$ cat config.mk
export PLATFORM = sky130hd
export DESIGN_NAME = ifetch_axi_mgr
export DESIGN_NICKNAME = d
export VERILOG_FILES = /design/src/rtl/ifetch_pkg.sv /design/src/rtl/ifetch_track.sv /design/src/rtl/ifetch_issue.sv /design/src/rtl/ifetch_rbuf.sv /design/src/rtl/ifetch_axi_mgr.sv
export SDC_FILE = /design/constraint.sdc
export NUM_CORES = 1
export LEC_CHECK = 0
export CAP_MARGIN = 5
export CORE_ASPECT_RATIO = 1.1
export CORE_UTILIZATION = 49
export CTS_CLUSTER_DIAMETER = 150
export CTS_CLUSTER_SIZE = 12
export DETAILED_ROUTE_END_ITERATION = 12
export PLACE_DENSITY = 0.74
export SLEW_MARGIN = 15
export SYNTH_ARGS = -nofsm -noshare
export SYNTH_HDL_FRONTEND = slang
export SYNTH_HIERARCHICAL = 1
export SYNTH_SLANG_ARGS = --single-unit
$ cat constraint.sdc
create_clock -name clk -period 4.7 [get_ports clk]
set_clock_uncertainty 0.2 [all_clocks]
set_input_delay 0.705 -clock clk [delete_from_list [all_inputs] [get_ports clk]]
set_output_delay 0.705 -clock clk [all_outputs]
set_load 0.03 [all_outputs]
$ cat src/rtl/ifetch_pkg.sv
// Shared types and helpers for the instruction fetch manager.
// Assumes a 32-bit address and instruction word.
package ifetch_pkg;

    localparam int XLEN = 32;

    // One returned instruction word as held in the return buffer
    typedef struct packed {
        logic [XLEN-1:0] addr;
        logic [XLEN-1:0] data;
        logic            fault;
    } fetch_ent_t;

    // Clear the byte-offset bits of an address
    function automatic logic [XLEN-1:0] word_align(input logic [XLEN-1:0] a);
        return {a[XLEN-1:2], 2'b00};
    endfunction

endpackage

$ cat src/rtl/ifetch_track.sv
// Outstanding-read tracker.
// Counts accepted reads whose data has not returned yet. The count is split
// into live reads, whose data goes to the core, and stale reads, whose data
// is dropped. Responses come back in acceptance order, so every stale read
// returns before any live one. Provides next-state counts for the request
// throttle.
// Assumes: no rvalid while nothing is in flight; total in flight <= MAX_OUT.
module ifetch_track #(
    parameter int MAX_OUT = 4,
    localparam int CW     = $clog2(MAX_OUT + 1)
) (
    input  logic          clk,
    input  logic          rst_n,
    input  logic          flush,     // redirect this cycle
    input  logic          ar_hs,     // read request accepted this cycle
    input  logic          ar_stale,  // the accepted request is stale
    input  logic          r_beat,    // read data beat this cycle
    output logic          r_live,    // the beat belongs to the current stream
    output logic [CW-1:0] live_n,
    output logic [CW-1:0] stale_n
);

    logic [CW-1:0] live_q;
    logic [CW-1:0] stale_q;
    logic          stale_busy;

    // Decide where this cycle's beat goes and compute next counts
    always_comb begin
        stale_busy = (stale_q != '0);
        r_live     = r_beat & ~stale_busy;
        if (flush) begin
            live_n  = '0;
            stale_n = stale_q + live_q + CW'(ar_hs) - CW'(r_beat);
        end else begin
            live_n  = live_q + CW'(ar_hs & ~ar_stale) - CW'(r_live);
            stale_n = stale_q + CW'(ar_hs & ar_stale) - CW'(r_beat & stale_busy);
        end
    end

    // Register the counts
    always_ff @(posedge clk) begin
        if (!rst_n) begin
            live_q  <= '0;
            stale_q <= '0;
        end else begin
            live_q  <= live_n;
            stale_q <= stale_n;
        end
    end


    out_cap_chk: assert property (@(posedge clk) disable iff (!rst_n)
        (int'(live_q) + int'(stale_q)) <= MAX_OUT);

    // input assumption, data only arrives for an accepted read
    beat_owner_chk: assert property (@(posedge clk) disable iff (!rst_n)
        r_beat |-> (live_q != '0 || stale_q != '0));

endmodule

$ cat src/rtl/ifetch_issue.sv
// Read request generator.
// Holds the next fetch address and drives arvalid/araddr. A request starts
// only when both the in-flight cap and the return-buffer space allow it.
// Once raised, a request is held with a fixed address until it is accepted.
// A redirect that comes while a request is held marks that request stale.
// Assumes: live_n, stale_n and cnt_n are the next-cycle counts.
module ifetch_issue
    import ifetch_pkg::*;
#(
    parameter int              MAX_OUT   = 4,
    parameter int              DEPTH     = 4,
    parameter logic [XLEN-1:0] RESET_VEC = 32'h0000_0040,
    localparam int             CW        = $clog2(MAX_OUT + 1),
    localparam int             BW        = $clog2(DEPTH + 1)
) (
    input  logic            clk,
    input  logic            rst_n,
    input  logic            flush,
    input  logic [XLEN-1:0] flush_addr,
    input  logic            arready,
    input  logic [CW-1:0]   live_n,
    input  logic [CW-1:0]   stale_n,
    input  logic [BW-1:0]   cnt_n,
    output logic            arvalid,
    output logic [XLEN-1:0] araddr,
    output logic            ar_stale,
    output logic            ar_hs
);

    logic [XLEN-1:0] pc_q;
    logic [XLEN-1:0] base;
    logic            hold;
    logic            room;
    logic            launch;

    // Decide whether a new request may start in the next cycle
    always_comb begin
        ar_hs  = arvalid & arready;
        hold   = arvalid & ~arready;
        base   = flush ? word_align(flush_addr) : pc_q;
        room   = ((int'(live_n) + int'(stale_n)) < MAX_OUT) &&
                 ((int'(live_n) + int'(cnt_n)) < DEPTH);
        launch = ~hold & room;
    end

    // Request register and fetch address
    always_ff @(posedge clk) begin
        if (!rst_n) begin
            arvalid  <= 1'b0;
            araddr   <= '0;
            ar_stale <= 1'b0;
            pc_q     <= word_align(RESET_VEC);
        end else if (launch) begin
            arvalid  <= 1'b1;
            araddr   <= base;
            ar_stale <= 1'b0;
            pc_q     <= base + XLEN'(4);
        end else if (hold) begin
            ar_stale <= ar_stale | flush;
            pc_q     <= base;
        end else begin
            arvalid  <= 1'b0;
            ar_stale <= 1'b0;
            pc_q     <= base;
        end
    end


    ar_hold_chk: assert property (@(posedge clk) disable iff (!rst_n)
        (arvalid && !arready) |=> (arvalid && $stable(araddr)));


    ar_align_chk: assert property (@(posedge clk) disable iff (!rst_n)
        arvalid |-> (araddr[1:0] == 2'b00));

endmodule

$ cat src/rtl/ifetch_rbuf.sv
// Return buffer: an in-order circular queue of fetched words.
// Push and pop may happen in the same cycle. A flush empties the queue and
// takes priority over push and pop.
// Assumes: the request throttle never lets a push hit a full queue.
module ifetch_rbuf
    import ifetch_pkg::*;
#(
    parameter int  DEPTH = 4,
    localparam int PW    = (DEPTH > 1) ? $clog2(DEPTH) : 1,
    localparam int BW    = $clog2(DEPTH + 1)
) (
    input  logic          clk,
    input  logic          rst_n,
    input  logic          flush,
    input  logic          push,
    input  fetch_ent_t    push_ent,
    input  logic          pop,
    output logic          out_valid,
    output fetch_ent_t    out_ent,
    output logic [BW-1:0] cnt_n
);

    fetch_ent_t    slots [DEPTH];
    logic [PW-1:0] wr_q;
    logic [PW-1:0] rd_q;
    logic [BW-1:0] cnt_q;
    logic          push_eff;
    logic          pop_eff;

    // Advance a pointer with wrap at DEPTH
    function automatic logic [PW-1:0] bump(input logic [PW-1:0] p);
        return (p == PW'(DEPTH - 1)) ? '0 : p + PW'(1);
    endfunction

    // Effective operations and next occupancy
    always_comb begin
        out_valid = (cnt_q != '0);
        out_ent   = slots[rd_q];
        push_eff  = push & ~flush;
        pop_eff   = pop & out_valid & ~flush;
        cnt_n     = flush ? '0 : cnt_q + BW'(push_eff) - BW'(pop_eff);
    end

    // Pointers and occupancy
    always_ff @(posedge clk) begin
        if (!rst_n || flush) begin
            wr_q  <= '0;
            rd_q  <= '0;
            cnt_q <= '0;
        end else begin
            if (push_eff) wr_q <= bump(wr_q);
            if (pop_eff)  rd_q <= bump(rd_q);
            cnt_q <= cnt_n;
        end
    end

    // One write port per slot
    for (genvar g = 0; g < DEPTH; g++) begin : g_slot
        // Capture the incoming word when this slot is the write target
        always_ff @(posedge clk) begin
            if (push_eff && wr_q == PW'(g)) slots[g] <= push_ent;
        end
    end


    buf_overflow_chk: assert property (@(posedge clk) disable iff (!rst_n)
        (push_eff && !pop_eff) |-> (int'(cnt_q) < DEPTH));

endmodule

$ cat src/rtl/ifetch_axi_mgr.sv
// Instruction fetch manager on the read side of an AXI4 manager port.
// Issues single-beat word reads ahead of the core, tracks reads in flight,
// drops data from reads made stale by a redirect, and hands words to the
// core in order, each with a fault flag taken from rresp.
// Assumes: in-order single-beat responses, none without a matching request.
module ifetch_axi_mgr
    import ifetch_pkg::*;
#(
    parameter int              MAX_OUT   = 4,
    parameter int              BUF_DEPTH = 4,
    parameter logic [XLEN-1:0] RESET_VEC = 32'h0000_0040,
    parameter logic [2:0]      PROT      = 3'b100,
    localparam int             EFF_DEPTH = (BUF_DEPTH < MAX_OUT) ? MAX_OUT : BUF_DEPTH,
    localparam int             CW        = $clog2(MAX_OUT + 1),
    localparam int             BW        = $clog2(EFF_DEPTH + 1)
) (
    input  logic            clk,
    input  logic            rst_n,
    input  logic            redir_valid,
    input  logic [XLEN-1:0] redir_addr,
    output logic            inst_valid,
    input  logic            inst_ready,
    output logic [XLEN-1:0] inst_addr,
    output logic [XLEN-1:0] inst_data,
    output logic            inst_fault,
    output logic            m_awvalid,
    input  logic            m_awready,
    output logic [XLEN-1:0] m_awaddr,
    output logic [2:0]      m_awprot,
    output logic [2:0]      m_awsize,
    output logic            m_wvalid,
    input  logic            m_wready,
    output logic [XLEN-1:0] m_wdata,
    output logic [3:0]      m_wstrb,
    output logic            m_wlast,
    input  logic            m_bvalid,
    output logic            m_bready,
    input  logic [1:0]      m_bresp,
    output logic            m_arvalid,
    input  logic            m_arready,
    output logic [XLEN-1:0] m_araddr,
    output logic [2:0]      m_arprot,
    output logic [2:0]      m_arsize,
    input  logic            m_rvalid,
    output logic            m_rready,
    input  logic [XLEN-1:0] m_rdata,
    input  logic [1:0]      m_rresp
);

    logic            ar_hs;
    logic            ar_stale;
    logic            r_live;
    logic [CW-1:0]   live_n;
    logic [CW-1:0]   stale_n;
    logic [BW-1:0]   cnt_n;
    logic [XLEN-1:0] resp_pc_q;
    fetch_ent_t      push_ent;
    fetch_ent_t      head_ent;
    logic            unused_wr_in;

    // Idle write channels and fixed read attributes
    assign m_awvalid    = 1'b0;
    assign m_awaddr     = '0;
    assign m_awprot     = PROT;
    assign m_awsize     = 3'd2;
    assign m_wvalid     = 1'b0;
    assign m_wdata      = '0;
    assign m_wstrb      = '0;
    assign m_wlast      = 1'b0;
    assign m_bready     = 1'b0;
    assign m_arprot     = PROT;
    assign m_arsize     = 3'd2;
    assign m_rready     = 1'b1;
    assign unused_wr_in = ^{m_awready, m_wready, m_bvalid, m_bresp};

    ifetch_issue #(
        .MAX_OUT   (MAX_OUT),
        .DEPTH     (EFF_DEPTH),
        .RESET_VEC (RESET_VEC)
    ) u_issue (
        .clk        (clk),
        .rst_n      (rst_n),
        .flush      (redir_valid),
        .flush_addr (redir_addr),
        .arready    (m_arready),
        .live_n     (live_n),
        .stale_n    (stale_n),
        .cnt_n      (cnt_n),
        .arvalid    (m_arvalid),
        .araddr     (m_araddr),
        .ar_stale   (ar_stale),
        .ar_hs      (ar_hs)
    );

    ifetch_track #(
        .MAX_OUT (MAX_OUT)
    ) u_track (
        .clk      (clk),
        .rst_n    (rst_n),
        .flush    (redir_valid),
        .ar_hs    (ar_hs),
        .ar_stale (ar_stale),
        .r_beat   (m_rvalid),
        .r_live   (r_live),
        .live_n   (live_n),
        .stale_n  (stale_n)
    );

    // Address of the next live response in the current stream
    always_ff @(posedge clk) begin
        if (!rst_n)           resp_pc_q <= word_align(RESET_VEC);
        else if (redir_valid) resp_pc_q <= word_align(redir_addr);
        else if (r_live)      resp_pc_q <= resp_pc_q + XLEN'(4);
    end

    // Tag the returning beat with its address and fault flag
    always_comb begin
        push_ent.addr  = resp_pc_q;
        push_ent.data  = m_rdata;
        push_ent.fault = (m_rresp != 2'b00);
    end

    ifetch_rbuf #(
        .DEPTH (EFF_DEPTH)
    ) u_rbuf (
        .clk       (clk),
        .rst_n     (rst_n),
        .flush     (redir_valid),
        .push      (r_live),
        .push_ent  (push_ent),
        .pop       (inst_ready),
        .out_valid (inst_valid),
        .out_ent   (head_ent),
        .cnt_n     (cnt_n)
    );

    // Present the head of the buffer to the core
    always_comb begin
        inst_addr  = head_ent.addr;
        inst_data  = head_ent.data;
        inst_fault = head_ent.fault;
    end


    redir_flush_chk: assert property (@(posedge clk) disable iff (!rst_n)
        redir_valid |=> !inst_valid);


    deliver_align_chk: assert property (@(posedge clk) disable iff (!rst_n)
        inst_valid |-> (inst_addr[1:0] == 2'b00));

endmodule

==> out/results.tsv, run 1 <==
stage	metric	value	unit
floorplanning	area inside the core boundary	0.03237	mm2
clocking	CTS tree	built	
cells_and_area	share of cells above drive strength 1	0.1241	
grt	pin count of the biggest net entering global routing	76	
timing	unrepaired setup endpoints after global routing	false	
synthesis	synthesized flop and latch total	371	
clocking	TritonCTS Buffers	36	
grt	GR Overflow Total	0	
setup_path	required arrival time at the worst endpoint	4.91	ns
timing	Final Critical Period	4.419	ns
synthesis	flip-flop cell with the highest count after synthesis	sky130_fd_sc_hd__edfxtp_1	
grt	antenna violations before repair	0	
clocking	buffers from clock root to sink, at most	3	
synthesis	per-instance average area after synthesis	14.29	um2
clocking	H-tree depth reported by CTS	2	
pwr	largest voltage drop on the vdd net	0.4512	mV
floorplanning	number of core rows	69	
synthesis	Ys Warns	6	
timing	remaining max-slew budget at the tightest pin	0.4791	
synthesis	post-synthesis instance area	0.01619	mm2
setup_path	nature of the critical path startpoint	input pin	
floorplanning	io pins	261	
floorplanning	die extent in x	175.3	um
setup_path	data arrival time of the worst path	4.63	ns
cells_and_area	Synth-to-Final Area Change	17.85	%
status	status	finished clean	
run	Maximum Capacitance Violations	0	
synthesis	Post-synth ARST share	0	
placement	RePlAce Congestion	0.8286	
timing	Final Max Slew Viols	0	
timing	Setup-failing EPs final	0	
grt	most crowded layer after global routing	met2	
synthesis	count of flip-flops with a built-in enable after synthesis	260	
clocking	clock slew seen by the registers of the worst setup and hold paths	0.06	ns
pwr	leakage power of the design	6.475	nW
setup_path	Crit Path Max Fanout	8	
route	wire length per cell	18.37	um
grt	met1 usage	0.2649	
placement	post-placement cell count	1708	
clocking	buffer cell driving the clock tree root	sky130_fd_sc_hd__clkbuf_16	
cells_and_area	post-route insts no fill	1756	
placement	Buffers on Ports	168	
timing	maximum clock frequency	226.3	MHz
route	Remaining DRCs	0	
clocking	clock latency of the later-clocked register in the worst-skew pair	0.52	ns
clocking	hold buffer count at cts	0	
pwr	power density over the cells	458.4	mW/mm2
setup_path	worst-case register-to-register setup slack	0.35	ns
placement	dpl ws	-0.2840	ns
route	wire length after detailed routing	32270	um
cells_and_area	antenna diode count	0	
timing	final period utilization	0.9402	
route	1st-iter DRT viols	613	
route	Vias/cell	5.498	
floorplanning	DIE AREA	0.03377	mm2
clocking	Clock Sinks	371	
floorplanning	height of the chip	192.6	um
timing	least setup slack across all paths after layout	0.2813	ns
setup_path	kind of capture point of the worst setup path	register	
synthesis	Synth top area share	0.4822	
synthesis	cell count after synthesis	1133	
timing	transition time at the pin with the least slew margin	0.7814	ns
grt	all-layer global routing usage	0.1895	
cells_and_area	Final nets	1421	
grt	grt met2 use	0.3136	
synthesis	Yosys cell types	69	
setup_path	crit path kind	in -> reg	
grt	wire length of the first global-routing pass	50110	um
placement	sum of net half-perimeters after detailed placement	21060	um
pwr	Power, Total	0.008747	W
synthesis	cell taking the most area after synthesis	sky130_fd_sc_hd__edfxtp_1	
synthesis	sequential share of the synthesized area	0.6195	
cells_and_area	commonest cells after routing, fill and taps aside	sky130_fd_sc_hd__edfxtp_1, sky130_fd_sc_hd__clkdlybuf4s50_1, sky130_fd_sc_hd__dfxtp_1, sky130_fd_sc_hd__conb_1, sky130_fd_sc_hd__nor2_1	
min_path	Worst Hold Class	reg -> reg	
floorplanning	initial core utilization	0.5001	
grt	Global Route met3 Usage	0.02916	
route	Final ANT Viol Nets	0	
grt	vias in the first global route	9373	
route	total number of vias	9654	
cells_and_area	most frequent standard cell in the layout excluding fill and tap cells	sky130_fd_sc_hd__edfxtp_1	
timing	Fin. Hold Viols	0	
route	1st-pass router iterations	4	
synthesis	top cells by area in the synthesized netlist	sky130_fd_sc_hd__edfxtp_1, sky130_fd_sc_hd__dfxtp_1, sky130_fd_sc_hd__mux4_2	
[synthesized netlist by cell type (all sizes together) (2+ instances only)]
master / number
edfxtp: 260
buf: 114
dfxtp: 111
nor2: 70
mux4: 65
nand2: 42
mux2i: 33
a211oi: 31
clkbuf: 28
nand3: 28
inv: 25
nor3: 25
xnor2: 25
o21ai: 24
nand4: 22
a21oi: 19
ha: 19
and2: 17
nand3b: 16
or4: 14
nor4: 12
a31oi: 10
o31ai: 10
and3: 9
nor2b: 9
nor3b: 9
o211ai: 8
a22oi: 6
mux2: 6
nand2b: 6
o21a: 6
or3: 6
fa: 5
o31a: 5
xor2: 4
a211o: 3
and3b: 3
and4: 3
or2: 3
a222oi: 2
a32oi: 2
conb: 2
o22ai: 2
or4b: 2
[repair_timing]
action	in CTS	in global routing
setup endpoints to repair	0	8
setup buffers	0	0
resized for setup	0	2
[per-stage QoR]
step	TNS (ns)	util	area, um2	hold WS (ns)
after floorplan	0	-	16530	0.2511
after global placement	-7.142	0.5586	18090	0.2487
after detailed placement	-6.794	0.5586	18090	0.2517
after CTS	0	0.5890	19070	0.2636
after global routing	0	0.5894	19080	0.2903
final	0	0.5894	19080	0.2635
[area by class of cell]
class | count | area, um2
clock inverters | 3 | 48.80
repair buffers | 200 | 1994
fillers | 2554 | 13290
multi-input cells | 685 | 5438
clock buffers | 45 | 934.6
well taps | 426 | 533.0
inverters | 26 | 97.59
flip-flops and latches | 371 | 10030
[path summary, 6_finish.rpt]
| path | start | end | depth (start not counted) |
|---|---|---|---|
| worst min-delay path | u_issue/araddr[1] | u_issue/araddr[1] | 2 |
| worst min register to register | u_issue/araddr[1] | u_issue/araddr[1] | 2 |
| worst max-delay path | m_rvalid | u_issue/pc_q[10] | 20 |
| worst max register to register | u_track/stale_q[2] | u_issue/pc_q[10] | 20 |
[sequential cells by signal (all words and copies together) (netlist names), named ones only]
signal and count:
resp_pc_q 30, u_issue/ar_stale 1, u_issue/araddr 32, u_issue/arvalid 1
u_issue/pc_q 32, u_rbuf/cnt_q 3, u_rbuf/rd_q 2, u_rbuf/slots 260
u_rbuf/wr_q 2, u_track/live_q 3, u_track/stale_q 3
[layer usage]
metal / routed length (um) / part of all wire
met5: 0 / 0
met4: 552 / 0.017
met3: 1852 / 0.057
met2: 15270 / 0.47
met1: 14590 / 0.45
[report_power, final]
| group | switching (W) | total (W) | internal [W] |
|---|---|---|---|
| registers | 0.000142 | 0.00390 | 0.00376 |
| logic | 0.00138 | 0.00231 | 0.000934 |
| clock network | 0.00113 | 0.00253 | 0.00140 |
| total | 0.00266 | 0.00875 | 0.00609 |
[critical path, cell delays in order]
cell                              delay (ns)
sky130_fd_sc_hd__clkdlybuf4s50_1        0.47
sky130_fd_sc_hd__and2_1                 0.15
sky130_fd_sc_hd__nor2b_2                0.16
sky130_fd_sc_hd__inv_1                  0.05
sky130_fd_sc_hd__ha_1                   0.28
sky130_fd_sc_hd__inv_1                  0.05
sky130_fd_sc_hd__ha_1                   0.13
sky130_fd_sc_hd__inv_1                  0.05
sky130_fd_sc_hd__fa_1                   0.37
sky130_fd_sc_hd__xor2_1                 0.16
sky130_fd_sc_hd__xnor2_1                0.18
sky130_fd_sc_hd__nor2_1                 0.06
sky130_fd_sc_hd__ha_1                   0.28
sky130_fd_sc_hd__nor4_1                 0.23
sky130_fd_sc_hd__buf_4                  0.16
sky130_fd_sc_hd__o2111a_2               0.28
sky130_fd_sc_hd__buf_4                  0.19
sky130_fd_sc_hd__o211ai_1               0.12
sky130_fd_sc_hd__a211o_1                0.31
sky130_fd_sc_hd__o211a_1                0.21
[logic make-up (layout without fill, tap and decap cells)]
kind of cell             count (synthesis)  count (layout)  share of synthesized area
XOR/XNOR                                30              30                    0.01754
multiplexers                           104             104                     0.1155
buffers and inverters                  168             274                    0.06685
adder cells (fa/ha/maj)                 24              24                    0.02087
other                                    2              93                  0.0004639
flip-flops                             371             371                     0.6195
AND/OR/NAND/NOR                        297             297                     0.1005
AO/OA/AOI/OAI                          137             137                    0.05881
Power figures use the tool's default switching activity.
==> run 2, diff against run 1 <==
--- a/config.mk
+++ b/config.mk
@@ -11,7 +11,9 @@
 export CTS_CLUSTER_DIAMETER = 150
 export CTS_CLUSTER_SIZE = 12
 export DETAILED_ROUTE_END_ITERATION = 12
+export GPL_ROUTABILITY_DRIVEN = 1
 export PLACE_DENSITY = 0.74
+export SKIP_LAST_GASP = 1
 export SLEW_MARGIN = 15
 export SYNTH_ARGS = -nofsm -noshare
 export SYNTH_HDL_FRONTEND = slang
==> constraint.sdc (replaced) <==
create_clock -name clk -period 4 [get_ports clk]
set_clock_uncertainty 0.2 [all_clocks]
set_input_delay 0.6 -clock clk [delete_from_list [all_inputs] [get_ports clk]]
set_output_delay 0.6 -clock clk [all_outputs]
set_load 0.03 [all_outputs]
==> out/results.tsv, run 2 (same netlist as run 1, synthesis figures left out) <==
stage	metric	value	unit	change
floorplanning	initial core utilization	0.5001		unchanged
setup_path	required arrival time at the worst endpoint	4.18	ns	-0.73 ns
grt	vias in the first global route	9695		+3.4%
timing	transition time at the pin with the least slew margin	0.8021	ns	+0.02075 ns
setup_path	Crit Path Max Fanout	9		+1
setup_path	kind of capture point of the worst setup path	register		
cells_and_area	number of inserted filler cells in the final layout	2527		-1.1%
cells_and_area	post-route insts no fill	1778		+1.3%
route	Final ANT Viol Nets	0		unchanged
clocking	buffer cell driving the clock tree root	sky130_fd_sc_hd__clkbuf_16		
timing	Total Neg Setup Slack	0	ns	unchanged
min_path	Worst Hold Class	reg -> reg		
floorplanning	height of the chip	192.6	um	unchanged
setup_path	highest-delay cell along the critical path	sky130_fd_sc_hd__clkdlybuf4s50_1		
grt	all-layer global routing usage	0.1998		+0.01027
timing	maximum clock frequency	253.1	MHz	
timing	final period utilization	0.9878		
floorplanning	area inside the core boundary	0.03237	mm2	unchanged
timing	Final Max Slew Viols	0		unchanged
setup_path	Worst path most repeated cell	sky130_fd_sc_hd__ha_1		
placement	sum of net half-perimeters after detailed placement	21950	um	+4.2%
setup_path	crit path kind	in -> reg		
placement	post-placement cell count	1722		+0.82%
placement	Buffers on Ports	168		unchanged
timing	Final Critical Period	3.951	ns	
pwr	power density over the cells	546.0	mW/mm2	+19%
cells_and_area	registers with the most flip-flops	u_rbuf/slots (260), u_issue/araddr (32), u_issue/pc_q (32)		
route	1st-pass router iterations	5		+1
setup_path	data arrival time of the worst path	4.13	ns	-0.50 ns
cells_and_area	antenna diode count	0		unchanged
setup_path	largest stage delay on the critical path	0.47	ns	about the same
clocking	clock slew seen by the registers of the worst setup and hold paths	0.06	ns	about the same
grt	antenna violations before repair	0		unchanged
route	1st-iter DRT viols	707		+15%
floorplanning	number of core rows	69		unchanged
status	status	finished clean		
pwr	largest voltage drop on the vdd net	0.4683	mV	+3.8%
pwr	leakage power of the design	6.646	nW	+2.6%
pwr	net load switching power	0.003185	W	+20%
cells_and_area	Synth-to-Final Area Change	20.12	%	
clocking	buffers from clock root to sink, at most	3		unchanged
route	Vias/cell	5.583		+1.6%
run	Maximum Capacitance Violations	0		unchanged
clocking	TritonCTS Buffers	36		unchanged
setup_path	worst path cell trace	clkdlybuf4s50_1, and2_1, nand2_1, ha_1, inv_1, ha_1, fa_1, mux2_4, ha_1, a22oi_1, o2111a_2, buf_12, buf_4, nand4_4, nor4_1, nor3_2		
route	wire length per cell	18.81	um	+2.4%
pwr	Clock Power Share	0.279		-0.010
pwr	internal power consumption	0.007434	W	+22%
route	Remaining DRCs	0		unchanged
clocking	clock latency of the later-clocked register in the worst-skew pair	0.52	ns	about the same
cells_and_area	most frequent standard cell in the layout excluding fill and tap cells	sky130_fd_sc_hd__edfxtp_1		
timing	Fin. Hold Viols	0		unchanged
pwr	Seq pwr share	0.433		-0.013
clocking	Clock Sinks	371		unchanged
setup_path	nature of the critical path startpoint	input pin		
pwr	proportion of total power due to net switching	0.2999		-0.003689
grt	GR Overflow Total	0		unchanged
timing	unrepaired setup endpoints after global routing	true		
clocking	H-tree depth reported by CTS	2		unchanged
placement	RePlAce Congestion	0.8629		+4.1%
cells_and_area	share of cells above drive strength 1	0.1583		+0.03422
setup_path	worst-case register-to-register setup slack	0.09	ns	-0.26 ns
route	wire length after detailed routing	33440	um	+3.6%
grt	wire length of the first global-routing pass	52390	um	+4.5%
cells_and_area	largest register by flop count	u_rbuf/slots		
floorplanning	DIE AREA	0.03377	mm2	unchanged
timing	remaining max-slew budget at the tightest pin	0.4653		-0.01383
timing	Setup-failing EPs final	0		unchanged
cells_and_area	commonest cells after routing, fill and taps aside	sky130_fd_sc_hd__edfxtp_1, sky130_fd_sc_hd__clkdlybuf4s50_1, sky130_fd_sc_hd__dfxtp_1, sky130_fd_sc_hd__conb_1, sky130_fd_sc_hd__nor2_1		
clocking	CTS tree	built		
route	total number of vias	9927		+2.8%
pwr	fraction of power consumed by combinational cells	0.289		+0.024
grt	pin count of the biggest net entering global routing	71		-6.6%
cells_and_area	Final nets	1444		+1.6%
floorplanning	io pins	261		unchanged
cells_and_area	number of flip-flops under the largest register name	260		unchanged
floorplanning	die extent in x	175.3	um	unchanged
clocking	hold buffer count at cts	0		unchanged
==> run 2: final timing paths <==
| check | start | endpoint | depth (start not counted) |
|---|---|---|---|
| max | m_arready | u_issue/pc_q[29] | 16 |
| min | u_issue/araddr[2] | u_issue/araddr[2] | 2 |
| max reg2reg | u_track/stale_q[1] | u_issue/pc_q[29] | 20 |
| min reg2reg | u_issue/araddr[2] | u_issue/araddr[2] | 2 |
==> run 2: routing by layer <==
layer  up-vias  GRT usage  share of wire
met5         -          0              0
met4         0    0.05753          0.021
met3        49    0.03172          0.067
met2       397     0.3297           0.48
met1      4914     0.2748           0.43
li1       4567          -              -
==> run 2: power groups by stage <==
stage | clock network (W) | logic, W | registers (W)
2_1_floorplan | 0 | 0.00174 | 0.00480
3_3_place_gp | 0 | 0.00277 | 0.00465
3_5_place_dp | 0 | 0.00284 | 0.00466
4_1_cts | 0.00304 | 0.00287 | 0.00459
5_1_grt | 0.00318 | 0.00332 | 0.00463
6_report | 0.00296 | 0.00306 | 0.00459
==> run 2: layout make-up <==
class	count	area [um2]	share of cell area
clock buffer	45	955.9	0.04915
clock inverter	2	17.52	0.0009007
inverter	26	97.59	0.005018
multi-input combinational	685	5584	0.2871
sequential	371	10040	0.5161
tap	426	533.0	0.02741
timing repair buffer	223	2223	0.1143
==> run 2: critical path, delay by kind of cell <==
family | cells | cell delay, ns
AOI/OAI and AO/OA | 2 | 0.51
adders and majority gates | 4 | 1.17
buffers and inverters | 4 | 0.75
muxes | 1 | 0.28
and+or+nand+nor | 5 | 0.81
==> run 2: per-stage QoR <==
stage / power (W) / setup WS, ns / utilization / cell area (um2) / hold WS [ns]
floorplan: 0.006540 / 0.05767 / - / 16560 / 0.2511
global placement: 0.007420 / -0.5836 / 0.5641 / 18260 / 0.2486
detailed placement: 0.007498 / -0.6371 / 0.5641 / 18260 / 0.2522
CTS: 0.01050 / 0.008621 / 0.5951 / 19270 / 0.2457
global route: 0.01112 / -0.1326 / 0.6007 / 19450 / 0.2852
finish: 0.01062 / 0.04891 / 0.6007 / 19450 / 0.2604
==> run 2: repair_timing <==
item,CTS,global route
pin swaps,2,11
resized for setup,6,25
cloned,0,0
buffers inserted,0,9
endpoints found under the setup margin,44,61
==> run 3, diff against run 2 <==
--- a/config.mk
+++ b/config.mk
@@ -6,13 +6,13 @@
 export NUM_CORES = 1
 export LEC_CHECK = 0
 export CAP_MARGIN = 5
-export CORE_ASPECT_RATIO = 1.1
+export CORE_ASPECT_RATIO = 0.8
 export CORE_UTILIZATION = 49
 export CTS_CLUSTER_DIAMETER = 150
 export CTS_CLUSTER_SIZE = 12
 export DETAILED_ROUTE_END_ITERATION = 12
 export GPL_ROUTABILITY_DRIVEN = 1
-export PLACE_DENSITY = 0.74
+export PLACE_DENSITY = 0.87
 export SKIP_LAST_GASP = 1
 export SLEW_MARGIN = 15
 export SYNTH_ARGS = -nofsm -noshare
==> out/results.tsv, run 3 (same netlist as run 1, synthesis figures left out) <==
stage	metric	value	unit	change
timing	maximum clock frequency	249.9	MHz	-1.3%
timing	remaining max-slew budget at the tightest pin	0.3354		-0.1299
min_path	origin of the worst min-delay path	redir_valid		
clocking	hold buffer count at cts	0		unchanged
pwr	leakage power of the design	6.721	nW	+1.1%
route	1st-pass router iterations	9		+4
timing	Fin. Hold Viols	0		unchanged
setup_path	required arrival time at the worst endpoint	4.24	ns	+0.06 ns
pwr	largest voltage drop on the vdd net	0.6009	mV	+28%
clocking	buffer cell driving the clock tree root	sky130_fd_sc_hd__clkbuf_16		
grt	grt met2 use	0.3217		-0.007957
setup_path	kind of capture point of the worst setup path	register		
route	wire length per cell	20.11	um	+6.9%
floorplanning	number of core rows	59		-14%
route	Final ANT Viol Nets	0		unchanged
floorplanning	initial core utilization	0.4985		-0.001637
setup_path	crit path kind	reg -> reg		
grt	antenna violations before repair	0		unchanged
timing	least setup slack across all paths after layout	-0.001220	ns	-0.05013 ns
setup_path	Worst path most repeated cell	sky130_fd_sc_hd__inv_2		
cells_and_area	antenna diode count	0		unchanged
cells_and_area	commonest cells after routing, fill and taps aside	sky130_fd_sc_hd__edfxtp_1, sky130_fd_sc_hd__clkdlybuf4s50_1, sky130_fd_sc_hd__dfxtp_1, sky130_fd_sc_hd__conb_1, sky130_fd_sc_hd__nor2_1		
pwr	power density over the cells	564.9	mW/mm2	+3.5%
cells_and_area	number of inserted filler cells in the final layout	2411		-4.6%
clocking	TritonCTS Buffers	36		unchanged
timing	Setup-failing EPs final	1		+1
setup_path	data arrival time of the worst path	4.25	ns	+0.12 ns
timing	unrepaired setup endpoints after global routing	true		
route	wire length after detailed routing	36120	um	+8.0%
cells_and_area	largest register by flop count	u_rbuf/slots		
grt	GR Overflow Total	0		unchanged
cells_and_area	post-route insts no fill	1796		+1.0%
grt	met1 usage	0.3101		+0.03532
clocking	clock latency of the later-clocked register in the worst-skew pair	0.52	ns	about the same
setup_path	nature of the critical path startpoint	register		
floorplanning	io pins	261		unchanged
placement	post-placement cell count	1730		+0.46%
grt	wire length of the first global-routing pass	54340	um	+3.7%
run	Maximum Capacitance Violations	0		unchanged
cells_and_area	registers with the most flip-flops	u_rbuf/slots (260), u_issue/araddr (32), u_issue/pc_q (32)		
route	1st-iter DRT viols	999		+41%
cells_and_area	share of cells above drive strength 1	0.1665		+0.008261
placement	dpl ws	-0.7012	ns	-0.06414 ns
floorplanning	area inside the core boundary	0.03248	mm2	+0.33%
timing	Total Neg Setup Slack	-0.001220	ns	-0.001220 ns
route	Vias/cell	5.661		+1.4%
min_path	Worst Hold Class	in -> reg		
cells_and_area	fin util	0.6031		+0.002348
route	total number of vias	10167		+2.4%
clocking	buffers from clock root to sink, at most	3		unchanged
timing	final period utilization	1.000		+0.01253
placement	Buffers on Ports	168		unchanged
cells_and_area	most frequent standard cell in the layout excluding fill and tap cells	sky130_fd_sc_hd__edfxtp_1		
grt	pin count of the biggest net entering global routing	91		+28%
clocking	clock slew seen by the registers of the worst setup and hold paths	0.06	ns	about the same
route	Remaining DRCs	0		unchanged
grt	all-layer global routing usage	0.2108		+0.01103
timing	Final Max Slew Viols	0		unchanged
grt	Global Route met3 Usage	0.04282		+0.01110
clocking	H-tree depth reported by CTS	2		unchanged
cells_and_area	Design Area, Final	0.01959	mm2	+0.72%
setup_path	highest-delay cell along the critical path	sky130_fd_sc_hd__dfxtp_2		
floorplanning	DIE AREA	0.03378	mm2	about the same
placement	sum of net half-perimeters after detailed placement	23390	um	+6.6%
grt	vias in the first global route	9879		+1.9%
setup_path	worst reg2reg startpoint	u_track/stale_q[0]		
cells_and_area	number of flip-flops under the largest register name	260		unchanged
grt	most crowded layer after global routing	met2		
timing	transition time at the pin with the least slew margin	0.9969	ns	+0.1948 ns
setup_path	Crit Path Max Fanout	8		-1
timing	Final Critical Period	4.001	ns	+0.05013 ns
clocking	CTS tree	built		
floorplanning	height of the chip	164.6	um	-15%
placement	RePlAce Congestion	0.8625		about the same
setup_path	largest stage delay on the critical path	0.33	ns	-0.14 ns
floorplanning	die extent in x	205.2	um	+17%
setup_path	worst path cell trace	nor3_4, and2_4, nor2b_4, inv_2, ha_4, inv_2, ha_4, inv_2, fa_2, xor2_1, xnor2_1, nor2_1, ha_2, nor4_4, o2111a_2, buf_12, nand4_1, buf_4, o21a_1, nor3_2		
setup_path	Worst setup startpoint	u_track/stale_q[0]		
clocking	Clock Sinks	371		unchanged
status	status	finished with violations		
status	failing checks	setup timing		
cells_and_area	Synth-to-Final Area Change	20.99	%	
placement	placed standard-cell area	0.01824	mm2	-0.10%
cells_and_area	Final nets	1454		+0.69%
## run 3: cell count changes in the layout (fill, tap and decap cells not counted), moves of 2 or more
cell	delta
sky130_fd_sc_hd__clkbuf_16	+2
sky130_fd_sc_hd__a211oi_1	+2
sky130_fd_sc_hd__nor2_1	-2
sky130_fd_sc_hd__a211oi_2	-2
sky130_fd_sc_hd__buf_6	+4
sky130_fd_sc_hd__xnor2_2	+2
sky130_fd_sc_hd__buf_4	+8
sky130_fd_sc_hd__nand3_4	+3
sky130_fd_sc_hd__nor2_2	+2
sky130_fd_sc_hd__nand3_1	-2
sky130_fd_sc_hd__buf_12	-6
sky130_fd_sc_hd__xnor2_1	-2
sky130_fd_sc_hd__clkbuf_1	+7
## run 3: area by class of cell
class	instances	area (um2)	area share
well taps	427	534.3	0.02727
multi-input cells	685	5620	0.2869
flip-flops and latches	371	10040	0.5125
clock inverters	2	17.52	0.0008942
repair buffers	233	2297	0.1173
clock buffers	52	982.2	0.05014
inverters	26	97.59	0.004982
## run 3: through the flow
step                      hold WS (ns)  power [W]
final                           0.2377    0.01107
after global placement          0.2533   0.007349
after CTS                       0.2467    0.01056
after global routing            0.2733    0.01157
after floorplan                 0.2511   0.006540
after detailed placement        0.2666   0.007455
## run 3: timing repair
action | in CTS | in global routing
pin swaps | 5 | 11
endpoints found under the setup margin | 59 | 62
gates resized for setup | 12 | 35
endpoints found under the hold margin | 0 | 0
cloned | 0 | 3
buffers inserted | 3 | 7
## run 3: metal layers
metal | wire length [um] | vias to the layer above
met3 | 3336 | 46
met5 | 0 | -
met2 | 16560 | 535
met4 | 519 | 0
li1 | - | 4598
met1 | 15710 | 4988
## run 3: worst max-delay path, delay by kind of cell, from the launching register on
family                   cells  cell delay (ns)
AND/OR/NAND/NOR              7             1.16
buffers and inverters        5             0.49
AO/OA/AOI/OAI                2             0.49
flip-flops                   1             0.33
XOR/XNOR                     2             0.35
adder cells (fa/ha/maj)      4             0.89
## run 3: power by group
part | internal, W | leakage, nW | total (W) | switching [W]
Combinational | 0.00156 | 2.96 | 0.00342 | 0.00186
Sequential | 0.00442 | 3.28 | 0.00460 | 0.000181
Clock | 0.00169 | 0.483 | 0.00304 | 0.00135
## run 3: path summary, 6_finish.rpt
path / endpoint / slack (ns) / depth (start not counted)
worst max-delay path: u_issue/pc_q[23] / -0.001 / 20
worst min-delay path: register / 0.24 / 4
worst max register to register: u_issue/pc_q[23] / -0.001 / 20
worst min register to register: u_issue/pc_q[0] / 0.28 / 1
